## src/rtl/dti_pkg.sv

```systemverilog
package dti_pkg;

  // Operand classes after field decode
  typedef enum logic [2:0] {
    CLS_ZERO,
    CLS_SUB,
    CLS_NORM,
    CLS_INF,
    CLS_QNAN,
    CLS_SNAN
  } dti_class_e;

  typedef struct packed {
    logic rounded;
    logic inexact;
    logic invalid;
    logic snan;
  } dti_flags_t;

endpackage

```

## src/rtl/dti_classify.sv

```systemverilog
module dti_classify #(
  parameter int EXP_W = 11,
  parameter int MAN_W = 52
) (
  input  logic [EXP_W+MAN_W:0]     op,
  output logic                     sign,
  output dti_pkg::dti_class_e      cls,
  output logic signed [EXP_W:0]    exp_unb,
  output logic [MAN_W-1:0]         frac
);
  import dti_pkg::*;

  localparam logic signed [EXP_W:0] BIAS = (EXP_W+1)'((1 << (EXP_W-1)) - 1);

  logic [EXP_W-1:0] exp_f;
  logic             exp_max;
  logic             exp_min;
  logic             frac_nz;

  assign sign    = op[EXP_W+MAN_W];
  assign exp_f   = op[EXP_W+MAN_W-1:MAN_W];
  assign frac    = op[MAN_W-1:0];
  assign exp_max = &exp_f;
  assign exp_min = ~|exp_f;
  assign frac_nz = |frac;
  assign exp_unb = $signed({1'b0, exp_f}) - BIAS;

  always_comb begin
    if (exp_max) begin
      if (!frac_nz)            cls = CLS_INF;
      else if (frac[MAN_W-1])  cls = CLS_QNAN;
      else                     cls = CLS_SNAN;
    end else if (exp_min) begin
      cls = frac_nz ? CLS_SUB : CLS_ZERO;
    end else begin
      cls = CLS_NORM;
    end
  end

endmodule

```

## src/rtl/dti_truncate.sv

```systemverilog
module dti_truncate #(
  parameter int MAN_W = 52,
  parameter int INT_W = 32,
  localparam int SH_W  = $clog2(INT_W),
  localparam int RSH_W = $clog2(MAN_W + 1)
) (
  input  logic [MAN_W-1:0] frac,
  input  logic [SH_W-1:0]  shamt,   // unbiased exponent, 0..INT_W-1
  output logic [INT_W-1:0] mag,
  output logic             lost
);

  logic [MAN_W:0]   mant;
  logic [RSH_W-1:0] rsh;
  logic [MAN_W-1:0] below_point;

  assign mant = {1'b1, frac};
  assign rsh  = RSH_W'(MAN_W) - RSH_W'(shamt);
  assign mag  = INT_W'(mant >> rsh);

  // fraction bits that fall below the binary point move to the top
  assign below_point = frac << shamt;
  assign lost        = |below_point;

endmodule

```

## src/rtl/dti_saturate.sv

```systemverilog
module dti_saturate #(
  parameter int EXP_W = 11,
  parameter int INT_W = 32
) (
  input  dti_pkg::dti_class_e   cls,
  input  logic                  sign,
  input  logic signed [EXP_W:0] exp_unb,
  input  logic [INT_W-1:0]      mag,
  input  logic                  lost,
  output logic [INT_W-1:0]      result,
  output dti_pkg::dti_flags_t   flags
);
  import dti_pkg::*;

  localparam logic [INT_W-1:0]      NMAX  = {1'b0, {(INT_W-1){1'b1}}};
  localparam logic [INT_W-1:0]      NMIN  = {1'b1, {(INT_W-1){1'b0}}};
  localparam logic signed [EXP_W:0] TOP_E = (EXP_W+1)'(INT_W - 1);

  always_comb begin
    result = '0;
    flags  = '0;
    unique case (cls)
      CLS_ZERO: ;
      CLS_SUB:  flags.inexact = 1'b1;
      CLS_INF: begin
        result        = sign ? NMIN : NMAX;
        flags.invalid = 1'b1;
      end
      CLS_QNAN: begin
        result        = NMIN;
        flags.invalid = 1'b1;
      end
      CLS_SNAN: begin
        result        = NMIN;
        flags.invalid = 1'b1;
        flags.snan    = 1'b1;
      end
      default: begin
        if (exp_unb[EXP_W]) begin
          flags.inexact = 1'b1;
        end else if (exp_unb > TOP_E) begin
          result        = sign ? NMIN : NMAX;
          flags.invalid = 1'b1;
        end else if (exp_unb == TOP_E) begin
          if (sign && (mag == NMIN)) begin
            result        = NMIN;
            flags.inexact = lost;
          end else begin
            result        = sign ? NMIN : NMAX;
            flags.invalid = 1'b1;
          end
        end else begin
          result        = sign ? (~mag + 1'b1) : mag;
          flags.inexact = lost;
        end
      end
    endcase
  end

endmodule

```

## src/rtl/dti_out_stage.sv

```systemverilog
module dti_out_stage #(
  parameter int INT_W = 32,
  parameter int LANES = 2,
  localparam int OUT_W = INT_W * LANES
) (
  input  logic                clk,
  input  logic                rst_n,
  input  logic                up_valid,
  output logic                up_ready,
  input  logic [INT_W-1:0]    up_result,
  input  dti_pkg::dti_flags_t up_flags,
  output logic                dn_valid,
  input  logic                dn_ready,
  output logic [OUT_W-1:0]    dn_data,
  output dti_pkg::dti_flags_t dn_flags
);

  logic load;

  assign up_ready = !dn_valid || dn_ready;
  assign load     = up_valid && up_ready;

  always_ff @(posedge clk) begin
    if (!rst_n)        dn_valid <= 1'b0;
    else if (load)     dn_valid <= 1'b1;
    else if (dn_ready) dn_valid <= 1'b0;
  end

  always_ff @(posedge clk) begin
    if (!rst_n)    dn_flags <= '0;
    else if (load) dn_flags <= up_flags;
  end

  for (genvar g = 0; g < LANES; g++) begin : g_lane
    always_ff @(posedge clk) begin
      if (!rst_n)    dn_data[g*INT_W +: INT_W] <= '0;
      else if (load) dn_data[g*INT_W +: INT_W] <= up_result;
    end
  end

endmodule

```

## src/rtl/dbl_to_i32_trunc.sv

```systemverilog
module dbl_to_i32_trunc #(
  parameter int EXP_W = 11,
  parameter int MAN_W = 52,
  parameter int INT_W = 32,
  parameter int LANES = 2,
  localparam int DBL_W = 1 + EXP_W + MAN_W,
  localparam int OUT_W = INT_W * LANES,
  localparam int SH_W  = $clog2(INT_W)
) (
  input  logic             clk,
  input  logic             rst_n,
  input  logic             in_valid,
  output logic             in_ready,
  input  logic [DBL_W-1:0] in_data,
  output logic             out_valid,
  input  logic             out_ready,
  output logic [OUT_W-1:0] out_data,
  output logic             out_flag_rounded,
  output logic             out_flag_inexact,
  output logic             out_flag_invalid,
  output logic             out_flag_snan
);
  import dti_pkg::*;

  logic                  sign;
  dti_class_e            cls;
  logic signed [EXP_W:0] exp_unb;
  logic [MAN_W-1:0]      frac;
  logic [INT_W-1:0]      mag;
  logic                  lost;
  logic [INT_W-1:0]      result;
  dti_flags_t            flags_c;
  dti_flags_t            flags_q;

  dti_classify #(.EXP_W(EXP_W), .MAN_W(MAN_W)) u_classify (
    .op      (in_data),
    .sign    (sign),
    .cls     (cls),
    .exp_unb (exp_unb),
    .frac    (frac)
  );

  dti_truncate #(.MAN_W(MAN_W), .INT_W(INT_W)) u_truncate (
    .frac  (frac),
    .shamt (exp_unb[SH_W-1:0]),
    .mag   (mag),
    .lost  (lost)
  );

  dti_saturate #(.EXP_W(EXP_W), .INT_W(INT_W)) u_saturate (
    .cls     (cls),
    .sign    (sign),
    .exp_unb (exp_unb),
    .mag     (mag),
    .lost    (lost),
    .result  (result),
    .flags   (flags_c)
  );

  dti_out_stage #(.INT_W(INT_W), .LANES(LANES)) u_out (
    .clk       (clk),
    .rst_n     (rst_n),
    .up_valid  (in_valid),
    .up_ready  (in_ready),
    .up_result (result),
    .up_flags  (flags_c),
    .dn_valid  (out_valid),
    .dn_ready  (out_ready),
    .dn_data   (out_data),
    .dn_flags  (flags_q)
  );

  assign out_flag_rounded = flags_q.rounded;
  assign out_flag_inexact = flags_q.inexact;
  assign out_flag_invalid = flags_q.invalid;
  assign out_flag_snan    = flags_q.snan;

endmodule

```

## config.mk

```make
export PLATFORM = sky130hd
export DESIGN_NAME = dbl_to_i32_trunc
export DESIGN_NICKNAME = d
export VERILOG_FILES = /design/src/rtl/dti_pkg.sv /design/src/rtl/dti_classify.sv /design/src/rtl/dti_truncate.sv /design/src/rtl/dti_saturate.sv /design/src/rtl/dti_out_stage.sv /design/src/rtl/dbl_to_i32_trunc.sv
export SDC_FILE = /design/constraint.sdc
export NUM_CORES = 1
export LEC_CHECK = 0
export ABC_AREA = 0
export BUFFER_PORTS_ARGS = -buffer_cell sky130_fd_sc_hd__buf_4
export CAP_MARGIN = 20
export CORE_UTILIZATION = 34
export CTS_BUF_LIST = sky130_fd_sc_hd__clkbuf_16
export DETAILED_ROUTE_END_ITERATION = 10
export GPL_TIMING_DRIVEN = 0
export PLACE_DENSITY = 0.62
export SLEW_MARGIN = 20
export SYNTH_ARGS = -nofsm -noshare
export SYNTH_HDL_FRONTEND = slang
export SYNTH_SLANG_ARGS = --single-unit
```

## constraint.sdc

```tcl
create_clock -name clk -period 15.1 [get_ports clk]
set_input_delay 3.02 -clock clk [delete_from_list [all_inputs] [get_ports clk]]
set_output_delay 3.02 -clock clk [all_outputs]
set_load 0.03 [all_outputs]
```

==> impl_metrics.py <==
metrics = {
    "clock_network": {
        "clk_path_buf_depth": 2,
        "insertion_delay_ns": 0.28,
        "clkSinkCount": 36,
        "cts_inserted_buffers": 5,
        "postCtsSetupBuffers": 0,
        "ctsHoldBuffers": 0,
        "cts_resized": 0,
        "cts_tree": "built",
        "htreeDepth": 2,
        "clkTransAtPathRegs_ns": 0.06,
        "root_buffer": "clkbuf_16",
    },
    "layout": {
        "antennaDiodeCount": 0,
        "final_nets": 1200,
        "area_growth_syn_to_layout_pct": 20.57,
        "drive_gt1_share_pct": 26.15,
        "layout_common_cells": "buf_4 (176), nor2_1 (108), nand2_1 (80)",
        "nFillCells": 2141,
        "final_common_cell": "buf_4",
        "fin_cells": 1398,
    },
    "global_routing": {
        "grt_pass1_wl_um": 47690,
        "grt_pass1_vias": 7928,
        "grt_max_degree": 13,
        "antenna_found_initial": 0,
        "gr-total-overflow": 0,
        "grt_usage_pct": 28.03,
    },
    "routing": {
        "routed_wl_um": 31050,
        "vias": 8778,
        "ant_nets": 0,
        "wl_per_cell_um": 22.21,
        "vias_per_cell": 6.279,
        "first_iter_violations": 1055,
        "drt_pass1_iterations": 7,
        "drc": 0,
    },
    "placement": {
        "pre_cts_slack_ns": 6.125,
        "io_buffers": 133,
        "dpl.hpwl_um": 24890,
        "place_congestion": 1.031,
        "place_inst": 1390,
    },
    "timing": {
        "finalCritPeriodShare_pct": 58.89,
        "rsz0062_at_grt": "false",
        "setup_slack_ns": 6.207,
        "maxSlewViolCount": 0,
        "fin_hold_ws_ns": 0.4785,
        "max_freq_ghz": 0.1125,
        "setup_violations": 0,
        "fin_worst_skew_ns": 0.008650,
        "finalSetupTns_ns": 0,
        "final-hold-violation-count": 0,
        "slew_headroom_pct": 23.60,
        "tightest_slew_ns": 1.136,
        "fin_crit_ns": 8.893,
    },
    "logic_synthesis": {
        "synth_area_leaders": "mux4_2 (11%), dfxtp_1 (10%), mux2i_1 (7.0%)",
        "synth_top_area_share_pct": 10.64,
        "synth_area_per_cell_um2": 7.289,
        "syn_inst": 987,
        "synth_edf_count": 0,
        "synth_cell_types": 84,
        "synth-seq-cells": 36,
        "yosysSeqAreaShare_pct": 10.02,
        "syn_nets": 1060,
        "netlist_area_um2": 7194,
        "yosysWarningCount": 0,
        "synth_flop_cell": "dfxtp_1",
        "async_reset_ff_share_pct": 0,
        "synth_top_cell_by_area": "mux4_2",
    },
    "floorplanning": {
        "die_width_um": 147.5,
        "fp.dieH_um": 147.5,
        "start_util_pct": 35.10,
        "core_um2": 20490,
        "num_rows": 52,
        "pin_count": 138,
        "dieArea_um2": 21750,
    },
    "pwr": {
        "ir_worst_vdd_v": 0.00003577,
        "p_per_area_nw_per_um2": 73.72,
        "p_leak_nw": 3.539,
    },
    "setup_path": {
        "setup.worst_path.end_class": "flop",
        "cp.arrival_ns": 9.05,
        "required_ns": 15.25,
        "crit_fanout": 11,
        "worstSetupPathType": "primary input to flop",
        "cp-start-kind": "primary input",
    },
    "status": {
        "outcome": "completed",
    },
    "min_path": {
        "hold_path.class": "flop to flop",
    },
    "job": {
        "drv_cap": 0,
    },
}
-- worst paths after layout --
| check | cells after the start | startpoint | slack [ns] | to |
|---|---|---|---|---|
| setup reg to reg | 8 | u_out.dn_valid$_SDFFE_PN0P_ | 12.64 | u_out.dn_data[29]$_SDFFE_PN0P_ |
| hold reg to reg | 2 | u_out.dn_flags[1]$_SDFFE_PN0P_ | 0.48 | u_out.dn_flags[1]$_SDFFE_PN0P_ |
| hold / removal | 2 | u_out.dn_flags[1]$_SDFFE_PN0P_ | 0.48 | u_out.dn_flags[1]$_SDFFE_PN0P_ |
| setup / recovery | 24 | in_data[52] | 6.21 | u_out.dn_data[28]$_SDFFE_PN0P_ |
-- registers in the layout, indices dropped and copies added (netlist names) --
signal	count
u_out.dn_flags	3
u_out.dn_data	32
u_out.dn_valid	1
-- logic make-up after synthesis --
| logic type | share of synthesized area (%) |
|---|---|
| AO/OA/AOI/OAI | 29.51 |
| XOR/XNOR | 3.774 |
| adder cells (fa/ha/maj) | 0.8696 |
| buffers and inverters | 11.20 |
| flip-flops | 10.02 |
| multiplexers | 19.63 |
| other | 0.05212 |
| AND/OR/NAND/NOR | 24.94 |
-- routing by layer --
metal  vias to the layer above  share of wire, %  track usage, %
li1                       4005                 -               -
met1                      4196                44           39.89
met2                       513                44           43.99
met3                        64               8.9           3.765
met4                         0               3.0           7.835
met5                         -                 0               0
-- cell usage after synthesis (11+ instances only) --
library cell,instances
a211oi_1,25
a21oi_1,77
a31oi_1,18
and2_1,12
buf_2,20
buf_4,43
buf_6,15
clkbuf_1,32
dfxtp_1,36
inv_1,20
mux2_2,13
mux2i_1,50
mux4_2,34
nand2_1,80
nand2b_1,11
nand3_1,41
nor2_1,108
nor3_1,26
nor4_1,21
o211ai_1,20
o21ai_0,77
o22ai_1,17
xnor2_1,14
xor2_1,17
-- report_power, final --
part | internal (mW) | switching [mW]
combinational | 0.159 | 0.270
sequential | 0.103 | 0.00573
clock | 0.0608 | 0.0407
total | 0.323 | 0.316
-- critical path, cell delays in order --
cell and delay, ns:
buf_4 0.13, buf_4 0.19, inv_2 0.23, clkbuf_1 0.61
ha_1 0.26, buf_6 0.13, buf_2 0.30, buf_6 0.22
buf_4 0.24, mux2i_1 0.34, mux2i_1 0.12, inv_1 0.22
nor4_1 0.09, o31ai_1 0.26, o211ai_1 0.19, inv_1 0.10
ha_1 0.21, o21ai_0 0.12, nor4b_2 0.61, nand4_2 0.35
nand3b_1 0.40, o31ai_1 0.32, xor2_1 0.26, a21oi_1 0.10
-- per-stage QoR --
stage / instance area [um^2] / utilization, % / total power, mW
after global routing: 8675 / 42.33 / 0.6710
after floorplan: 7194 / - / 0.3907
after CTS: 8675 / 42.33 / 0.6289
final: 8675 / 42.33 / 0.6395
after detailed placement: 8531 / 41.62 / 0.5270
after global placement: 8531 / 41.62 / 0.5268
-- final cells by class --
type | instances | area (um^2) | area share, %
inverters | 22 | 82.58 | 0.9520
flip-flops and latches | 36 | 720.7 | 8.308
well taps | 270 | 337.8 | 3.894
clock inverters | 3 | 18.77 | 0.2164
multi-input cells | 816 | 5668 | 65.34
plain buffers | 113 | 723.2 | 8.337
clock buffers | 5 | 125.1 | 1.442
repair buffers | 133 | 998.5 | 11.51
(Power assumes the default switching activity.)
